===== config.mk =====
export PLATFORM = sky130hd
export DESIGN_NAME = card_strobe_seq
export DESIGN_NICKNAME = d
export VERILOG_FILES = /design/src/rtl/cstrb_pkg.sv /design/src/rtl/cstrb_sync.sv /design/src/rtl/cstrb_phase_ctrl.sv /design/src/rtl/cstrb_strobe_dec.sv /design/src/rtl/card_strobe_seq.sv
export SDC_FILE = /design/constraint.sdc
export NUM_CORES = 1
export LEC_CHECK = 0
export ABC_AREA = 1
export BUFFER_PORTS_ARGS = -buffer_cell sky130_fd_sc_hd__buf_4
export CORE_ASPECT_RATIO = 0.75
export CORE_MARGIN = 5
export CORE_UTILIZATION = 40
export CTS_CLUSTER_SIZE = 40
export DETAILED_ROUTE_END_ITERATION = 8
export PLACE_DENSITY = 0.73
export SYNTH_ARGS = -nofsm -noshare
export SYNTH_HDL_FRONTEND = slang
export SYNTH_SLANG_ARGS = --single-unit

===== constraint.sdc =====
create_clock -name clk -period 2.1 [get_ports clk]
set_input_delay 0 -clock clk [delete_from_list [all_inputs] [get_ports clk]]
set_output_delay 0 -clock clk [all_outputs]
set_load 0.03 [all_outputs]

===== src/rtl/cstrb_pkg.sv =====
package cstrb_pkg;

  typedef enum logic [1:0] {
    PH_IDLE   = 2'd0,
    PH_SETUP  = 2'd1,
    PH_STROBE = 2'd2,
    PH_HOLD   = 2'd3
  } phase_e;

  // Setup clocks actually spent: I/O writes get one extra clock.
  function automatic int unsigned setup_clocks(int unsigned stp, logic is_io, logic is_wr);
    return stp + ((is_io && is_wr) ? 32'd1 : 32'd0);
  endfunction

  // Strobe never shorter than one clock.
  function automatic int unsigned len_clocks(int unsigned lng);
    return (lng == 0) ? 32'd1 : lng;
  endfunction

  // Hold floor of one clock.
  function automatic int unsigned hold_clocks(int unsigned hld);
    return (hld == 0) ? 32'd1 : hld;
  endfunction

endpackage


===== src/rtl/cstrb_sync.sv =====
module cstrb_sync #(
  parameter int STAGES = 2
) (
  input  logic clk,
  input  logic rst_n,
  input  logic d_i,
  output logic q_o
);
  localparam int N = (STAGES < 2) ? 2 : STAGES;

  logic [N-1:0] sh;

  always_ff @(posedge clk or negedge rst_n) begin
    if (!rst_n) sh <= '0;
    else        sh <= {sh[N-2:0], d_i};
  end

  assign q_o = sh[N-1];
endmodule


===== src/rtl/cstrb_phase_ctrl.sv =====
module cstrb_phase_ctrl
  import cstrb_pkg::*;
#(
  parameter int SETUP_W = 4,
  parameter int LEN_W   = 6,
  parameter int HOLD_W  = 3
) (
  input  logic               clk,
  input  logic               rst_n,
  input  logic               start_i,
  input  logic               is_io_i,
  input  logic               is_wr_i,
  input  logic [SETUP_W-1:0] setup_i,
  input  logic [LEN_W-1:0]   len_i,
  input  logic [HOLD_W-1:0]  hold_i,
  input  logic               wait_en_i,
  input  logic               wait_s_i,
  output phase_e             phase_o,
  output logic               len_done_o,
  output logic               strobe_end_o,
  output logic               hold_end_o
);
  localparam int SW1   = SETUP_W + 1;
  localparam int CNT_W = (SW1 > LEN_W) ? ((SW1 > HOLD_W) ? SW1 : HOLD_W)
                                       : ((LEN_W > HOLD_W) ? LEN_W : HOLD_W);

  phase_e             ph, ph_n;
  logic [CNT_W-1:0]   cnt, cnt_n;
  logic [LEN_W-1:0]   len_q;
  logic [HOLD_W-1:0]  hold_q;
  logic               wen_q;
  logic               stretch;
  int unsigned        first_setup;

  assign first_setup = setup_clocks(32'(setup_i), is_io_i, is_wr_i);
  assign len_done_o  = (ph == PH_STROBE) && (cnt == CNT_W'(1));
  assign stretch     = wen_q && wait_s_i;

  always_comb begin
    ph_n         = ph;
    cnt_n        = cnt;
    strobe_end_o = 1'b0;
    hold_end_o   = 1'b0;
    unique case (ph)
      PH_IDLE: begin
        if (start_i) begin
          if (first_setup == 0) begin
            ph_n  = PH_STROBE;
            cnt_n = CNT_W'(len_clocks(32'(len_i)));
          end else begin
            ph_n  = PH_SETUP;
            cnt_n = CNT_W'(first_setup);
          end
        end
      end
      PH_SETUP: begin
        if (cnt == CNT_W'(1)) begin
          ph_n  = PH_STROBE;
          cnt_n = CNT_W'(len_clocks(32'(len_q)));
        end else begin
          cnt_n = cnt - CNT_W'(1);
        end
      end
      PH_STROBE: begin
        if (!len_done_o) begin
          cnt_n = cnt - CNT_W'(1);
        end else if (!stretch) begin
          ph_n         = PH_HOLD;
          cnt_n        = CNT_W'(hold_clocks(32'(hold_q)));
          strobe_end_o = 1'b1;
        end
      end
      PH_HOLD: begin
        if (cnt == CNT_W'(1)) begin
          ph_n       = PH_IDLE;
          hold_end_o = 1'b1;
        end else begin
          cnt_n = cnt - CNT_W'(1);
        end
      end
      default: ph_n = PH_IDLE;
    endcase
  end

  always_ff @(posedge clk or negedge rst_n) begin
    if (!rst_n) begin
      ph     <= PH_IDLE;
      cnt    <= '0;
      len_q  <= '0;
      hold_q <= '0;
      wen_q  <= 1'b0;
    end else begin
      ph  <= ph_n;
      cnt <= cnt_n;
      if (start_i && ph == PH_IDLE) begin
        len_q  <= len_i;
        hold_q <= hold_i;
        wen_q  <= wait_en_i;
      end
    end
  end

  assign phase_o = ph;

  // Strobe clock counter used only by the checks below.
  logic [15:0] str_run;
  always_ff @(posedge clk or negedge rst_n) begin
    if (!rst_n)                 str_run <= '0;
    else if (ph != PH_STROBE)   str_run <= '0;
    else if (str_run != '1)     str_run <= str_run + 16'd1;
  end

  p_len_floor_r4: assert property (@(posedge clk) disable iff (!rst_n)
    strobe_end_o |-> (32'(str_run) + 1 >= len_clocks(32'(len_q))));

  p_wait_stretch_r5: assert property (@(posedge clk) disable iff (!rst_n)
    (len_done_o && wen_q && wait_s_i) |=> (ph == PH_STROBE));

  p_hold_follows_r6: assert property (@(posedge clk) disable iff (!rst_n)
    strobe_end_o |=> (ph == PH_HOLD));

  p_hold_ends_idle_r9: assert property (@(posedge clk) disable iff (!rst_n)
    hold_end_o |=> (ph == PH_IDLE));
endmodule


===== src/rtl/cstrb_strobe_dec.sv =====
module cstrb_strobe_dec
  import cstrb_pkg::*;
(
  input  logic   clk,
  input  logic   rst_n,
  input  phase_e phase_i,
  input  logic   is_io_i,
  input  logic   is_wr_i,
  output logic   oe_o,
  output logic   we_o,
  output logic   iord_o,
  output logic   iowr_o,
  output logic   active_o
);
  logic on;

  assign on       = (phase_i == PH_STROBE);
  assign active_o = (phase_i != PH_IDLE);
  assign oe_o     = on && !is_io_i && !is_wr_i;
  assign we_o     = on && !is_io_i &&  is_wr_i;
  assign iord_o   = on &&  is_io_i && !is_wr_i;
  assign iowr_o   = on &&  is_io_i &&  is_wr_i;

  p_one_strobe_r7: assert property (@(posedge clk) disable iff (!rst_n)
    $onehot0({oe_o, we_o, iord_o, iowr_o}));

  p_strobe_in_ce_r7: assert property (@(posedge clk) disable iff (!rst_n)
    (oe_o || we_o || iord_o || iowr_o) |-> active_o);
endmodule


===== src/rtl/card_strobe_seq.sv =====
module card_strobe_seq
  import cstrb_pkg::*;
#(
  parameter int ADDR_W      = 26,
  parameter int DATA_W      = 16,
  parameter int SETUP_W     = 4,
  parameter int LEN_W       = 6,
  parameter int HOLD_W      = 3,
  parameter int SYNC_STAGES = 2
) (
  input  logic               clk,
  input  logic               rst_n,
  input  logic               req_i,
  input  logic               req_wr_i,
  input  logic               req_io_i,
  input  logic [ADDR_W-1:0]  req_addr_i,
  input  logic [DATA_W-1:0]  req_wdata_i,
  input  logic [SETUP_W-1:0] tm_setup_i,
  input  logic [LEN_W-1:0]   tm_len_i,
  input  logic [HOLD_W-1:0]  tm_hold_i,
  input  logic               tm_wait_en_i,
  output logic               ack_o,
  output logic [DATA_W-1:0]  rdata_o,
  output logic [ADDR_W-1:0]  card_addr_o,
  output logic               card_addr_valid_o,
  output logic               card_ce_o,
  output logic               card_oe_o,
  output logic               card_we_o,
  output logic               card_iord_o,
  output logic               card_iowr_o,
  output logic [DATA_W-1:0]  card_wdata_o,
  output logic               card_data_oe_o,
  input  logic [DATA_W-1:0]  card_rdata_i,
  input  logic               card_wait_i
);
  phase_e             phase;
  logic               accept;
  logic               wait_s;
  logic               len_done;
  logic               ev_strobe_end;
  logic               ev_hold_end;
  logic               busy;
  logic               ack_q;
  logic               wr_q, io_q;
  logic [ADDR_W-1:0]  addr_q;
  logic [DATA_W-1:0]  wdata_q, rdata_q;

  assign accept = req_i && (phase == PH_IDLE) && !ack_q;

  cstrb_sync #(.STAGES(SYNC_STAGES)) u_wait_sync (
    .clk   (clk),
    .rst_n (rst_n),
    .d_i   (card_wait_i),
    .q_o   (wait_s)
  );

  cstrb_phase_ctrl #(
    .SETUP_W (SETUP_W),
    .LEN_W   (LEN_W),
    .HOLD_W  (HOLD_W)
  ) u_phase (
    .clk          (clk),
    .rst_n        (rst_n),
    .start_i      (accept),
    .is_io_i      (req_io_i),
    .is_wr_i      (req_wr_i),
    .setup_i      (tm_setup_i),
    .len_i        (tm_len_i),
    .hold_i       (tm_hold_i),
    .wait_en_i    (tm_wait_en_i),
    .wait_s_i     (wait_s),
    .phase_o      (phase),
    .len_done_o   (len_done),
    .strobe_end_o (ev_strobe_end),
    .hold_end_o   (ev_hold_end)
  );

  cstrb_strobe_dec u_dec (
    .clk      (clk),
    .rst_n    (rst_n),
    .phase_i  (phase),
    .is_io_i  (io_q),
    .is_wr_i  (wr_q),
    .oe_o     (card_oe_o),
    .we_o     (card_we_o),
    .iord_o   (card_iord_o),
    .iowr_o   (card_iowr_o),
    .active_o (busy)
  );

  always_ff @(posedge clk or negedge rst_n) begin
    if (!rst_n) begin
      wr_q    <= 1'b0;
      io_q    <= 1'b0;
      addr_q  <= '0;
      wdata_q <= '0;
      rdata_q <= '0;
      ack_q   <= 1'b0;
    end else begin
      ack_q <= ev_hold_end;
      if (accept) begin
        wr_q    <= req_wr_i;
        io_q    <= req_io_i;
        addr_q  <= req_addr_i;
        wdata_q <= req_wdata_i;
      end
      if (ev_strobe_end && !wr_q) rdata_q <= card_rdata_i;
    end
  end

  assign ack_o             = ack_q;
  assign rdata_o           = rdata_q;
  assign card_addr_o       = addr_q;
  assign card_wdata_o      = wdata_q;
  assign card_ce_o         = busy;
  assign card_addr_valid_o = busy;
  assign card_data_oe_o    = busy && wr_q;

  p_ack_single_r9: assert property (@(posedge clk) disable iff (!rst_n)
    ack_o |=> !ack_o);

  p_ack_after_ce_r9: assert property (@(posedge clk) disable iff (!rst_n)
    ack_o |-> !card_ce_o);

  p_addr_frozen_r10: assert property (@(posedge clk) disable iff (!rst_n)
    busy |=> $stable(card_addr_o));

  p_drive_in_access_r11: assert property (@(posedge clk) disable iff (!rst_n)
    card_data_oe_o |-> card_ce_o);

  p_capture_at_len_r8: assert property (@(posedge clk) disable iff (!rst_n)
    ev_strobe_end |-> len_done);
endmodule


==> key figures <==
Place
  • PortBufs: 143
  • Placed wire-length estimate: 7030 µm
  • Final RePlAce weighted congestion: 0.880
  • Placed Instances: 688

Run
  • Maxcap violations: 0

Clock network
  • H-tree depth reported by CTS: 3
  • Clock tree from TritonCTS: done
  • Clock tree root driver cell: sky130_fd_sc_hd__clkbuf_16
  • Clock slew at reported path FFs: 0.06 ns
  • Clock Latency Late Sink: 0.32 ns
  • Buffer count from post-CTS setup fixing: 0
  • Number of CTS-inserted buffers: 9
  • Sink Count: 81
  • Maximum buffer depth of the clock tree: 2

Drt
  • Detailed-router iteration count before antenna repair: 4
  • Number of DRC markers in iteration 0: 251
  • Mean number of vias per cell: 4.68
  • Average detailed-routed wire length per instance: 14.0 µm
  • DRC violation count after routing: 0
  • Total via count in the routed design: 3635
  • Antenna-violating nets left: 0
  • Final wirelength: 10900 µm

Power
  • Sum of internal, switching and leakage power: 3460 µW
  • Worst IR drop on VDD: 0.428 mV
  • Pwr per Cell Area: 583 nW/µm²
  • Leakage dissipation: 0.00322 µW

Timing
  • Worst Clk Skew: 0.00577 ns
  • Total negative slack: 0 ns
  • Worst hold slack after final layout: 0.136 ns
  • Minimum period implied by the final worst setup slack: 1.96 ns
  • Number of hold violations in the final report: 0
  • Setup repair after global routing missed its margin: false
  • Max-slew headroom at the worst pin: 53.8%
  • Max Fclk: 509 MHz
  • Slew at the pin closest to its max-slew limit: 0.693 ns
  • Part of the cycle the worst path needs: 93.5%
  • Count of final setup violators: 0
  • Max-slew violations: 0

Floorplan
  • Floorplan die width: 121 µm
  • Area of the core: 9080 µm²
  • Initial cell density of the core: 41.0%
  • I/O pin count: 144
  • Die span in y: 93.6 µm
  • Floorplan die area: 11400 µm²
  • Total number of placement rows: 30

Logic synthesis
  • Net count after synthesis: 514
  • Yosys warnings: 0
  • Synthesis-stage register bit count: 81
  • Average cell area after synthesis: 8.71 µm²
  • Post-synthesis sequential area ratio: 54.4%
  • Area of the mapped netlist: 3730 µm²
  • Synthesized instance count: 428
  • Number of distinct library cell variants in the gate-level netlist after synthesis: 28

Global routing
  • Grt ovf: 0
  • Global-route usage over all layers: 19.5%
  • Number of antenna violations at the first check in global routing: 0
  • Via count of the first global-routing pass: 3661
  • Global-route wire length before repair: 17800 µm
  • Largest net degree at the start of global routing: 65

Setup path
  • Crit Path Class: input port to flop
  • Sort of element at the end of the critical path: flop
  • Highest-delay cell along the critical path: sky130_fd_sc_hd__dlygate4sd3_1
  • Worst path max stage delay: 0.55 ns
  • Biggest fanout along the worst timing path: 7
  • Data arrival time of the worst path: 2.19 ns
  • Cell Chain, Critical Path: dlygate4sd3_1, buf_4, nand2_1, inv_1, ha_1, ha_1, nor3_1, o211ai_1, nor2_2, nor2_1, a22oi_1
  • Critical path's most frequent cell: sky130_fd_sc_hd__ha_1
  • Data required time at the worst endpoint: 2.33 ns
  • Startpoint type of the worst setup path: input port

Min path
  • Class of the tightest hold or removal check: input port to flop

Cells and area
  • Share of post-route cells with drive strength above 1: 29.2%
  • Final instance count without filler cells: 776
  • Number of nets in the layout: 729
  • Final cell utilization of the core: 65.2%
  • Fill cell count: 730
  • Antenna cells: 0
  • Relative area change from synthesis to final layout: 59.0%

Status
  • Result of the run: finished clean
## where the power goes
| part | internal, µW | switching [µW] |
|---|---|---|
| registers | 1580 | 8.91 |
| clock network | 919 | 594 |
| logic | 220 | 136 |
| total | 2720 | 739 |
## flip-flops by register name (all words and copies together) (netlist names)
name,count
card_wdata_o,16
u_phase.wen_q,1
u_phase.cnt,6
u_phase.len_q,6
u_wait_sync.sh,2
wr_q,1
io_q,1
ack_o,1
card_addr_o,26
u_phase.phase_o,2
u_phase.hold_q,3
rdata_o,16
## placed cells by master (no fill, tap or decap)
cell                            Yosys  layout
sky130_fd_sc_hd__nand4_1            3       3
sky130_fd_sc_hd__o21ai_0           12      12
sky130_fd_sc_hd__a21o_1             1       1
sky130_fd_sc_hd__nand2_4            1       1
sky130_fd_sc_hd__xnor2_1            1       1
sky130_fd_sc_hd__o211ai_1           2       2
sky130_fd_sc_hd__inv_2              3       3
sky130_fd_sc_hd__nor2_4             2       3
sky130_fd_sc_hd__buf_4              3     147
sky130_fd_sc_hd__clkinv_2           0       2
sky130_fd_sc_hd__a22oi_1            1       1
sky130_fd_sc_hd__nand2b_1           1       1
sky130_fd_sc_hd__inv_1             25      25
sky130_fd_sc_hd__clkinv_4           0       1
sky130_fd_sc_hd__mux2_2             6       6
sky130_fd_sc_hd__nor2_2             2       2
sky130_fd_sc_hd__xor2_1             3       3
sky130_fd_sc_hd__nand2_1          196     196
sky130_fd_sc_hd__nand3_1           12      12
sky130_fd_sc_hd__dfrtp_1           81      81
sky130_fd_sc_hd__clkbuf_1           4       2
sky130_fd_sc_hd__nor3_1             6       6
sky130_fd_sc_hd__ha_1               8       7
sky130_fd_sc_hd__clkbuf_16          0       9
sky130_fd_sc_hd__nand3_2            1       1
sky130_fd_sc_hd__a21oi_1           19      19
sky130_fd_sc_hd__ha_2               0       1
sky130_fd_sc_hd__mux2_4            10      10
sky130_fd_sc_hd__bufinv_16          0       1
sky130_fd_sc_hd__clkinvlp_4         0       1
sky130_fd_sc_hd__nor2_1            16      15
sky130_fd_sc_hd__dlygate4sd3_1      0      72
sky130_fd_sc_hd__or2_2              1       1
## routing by layer
layer  wire length [µm]  global-route usage, %
met1               4560                   24.6
met2               5330                   32.3
met3                838                   6.41
met4                131                   5.22
met5                  0                      0
## cells in the mapped netlist, drive strengths merged
library cell / instances / share of area [%]
a22oi: 1 / 0.20
o211ai: 2 / 0.40
dfrtp: 81 / 54
or2: 1 / 0.17
a21o: 1 / 0.20
o21ai: 12 / 1.6
buf: 11 / 1.8
nand2: 197 / 20
nand3: 13 / 1.9
inv: 28 / 2.8
nor3: 6 / 0.81
xor2: 3 / 0.71
mux2: 16 / 5.8
xnor2: 1 / 0.24
nor2: 20 / 2.6
a21oi: 19 / 2.6
nand2b: 1 / 0.17
ha: 8 / 2.7
nand4: 3 / 0.50
clkbuf: 4 / 0.40
## worst max-delay path: cells and delay by family
kind	cells	cell delay [ns]
AOI/OAI and AO/OA	2	0.31
adders and majority gates	2	0.48
buffers and inverters	3	0.74
and+or+nand+nor	4	0.66
## path summary, 6_finish.rpt
check | cells past startpoint | endpoint | start | slack [ns]
max | 11 | u_phase.phase_o[1] | req_wr_i | 0.14
min | 5 | u_phase.cnt[4] | tm_setup_i[3] | 0.14
max reg2reg | 8 | u_phase.phase_o[1] | u_phase.phase_o[1] | 0.20
min reg2reg | 0 | u_wait_sync.sh[1] | u_wait_sync.sh[0] | 0.36
max in group asynchronous | 3 | u_phase.wen_q | rst_n | 1.15
min in group asynchronous | 2 | rdata_o[11] | rst_n | 0.27
## logic make-up (layout without fill, tap and decap cells)
family                     count (synthesis)  after routing  synth area share [%]
and+or+nand+nor                          241            241                  26.1
DFF                                       81             81                  54.4
buffers and inverters                     43            263                  5.07
AOI/OAI and AO/OA                         35             35                  4.97
muxes                                     16             16                  5.84
adders and majority gates                  8              8                  2.69
xor gates and xnor gates                   4              4                 0.940
## timing repair
item	4_1_cts	5_1_grt
setup endpoints to repair	0	23
hold buffers	72	0
gates resized for setup	0	1
endpoints found under the hold margin	128	0
## through the flow
stage | cell area, µm² | setup WS (ns)
finish | 5930 | 0.137
global route | 5930 | 0.00126
CTS | 5920 | 0.0979
floorplan | 3730 | 0.470
global placement | 4910 | 0.235
detailed placement | 4910 | 0.109
## area by class of cell
type	count	area [µm²]	share of cell area (%)
well taps	128	160	2.70
inverters	28	105	1.77
flip-flops and latches	81	2030	34.2
multi-input cells	304	1520	25.7
clock inverters	5	56.3	0.950
clock buffers	11	233	3.93
repair buffers	219	1820	30.8
No activity file was read; power rests on OpenSTA's default activity.
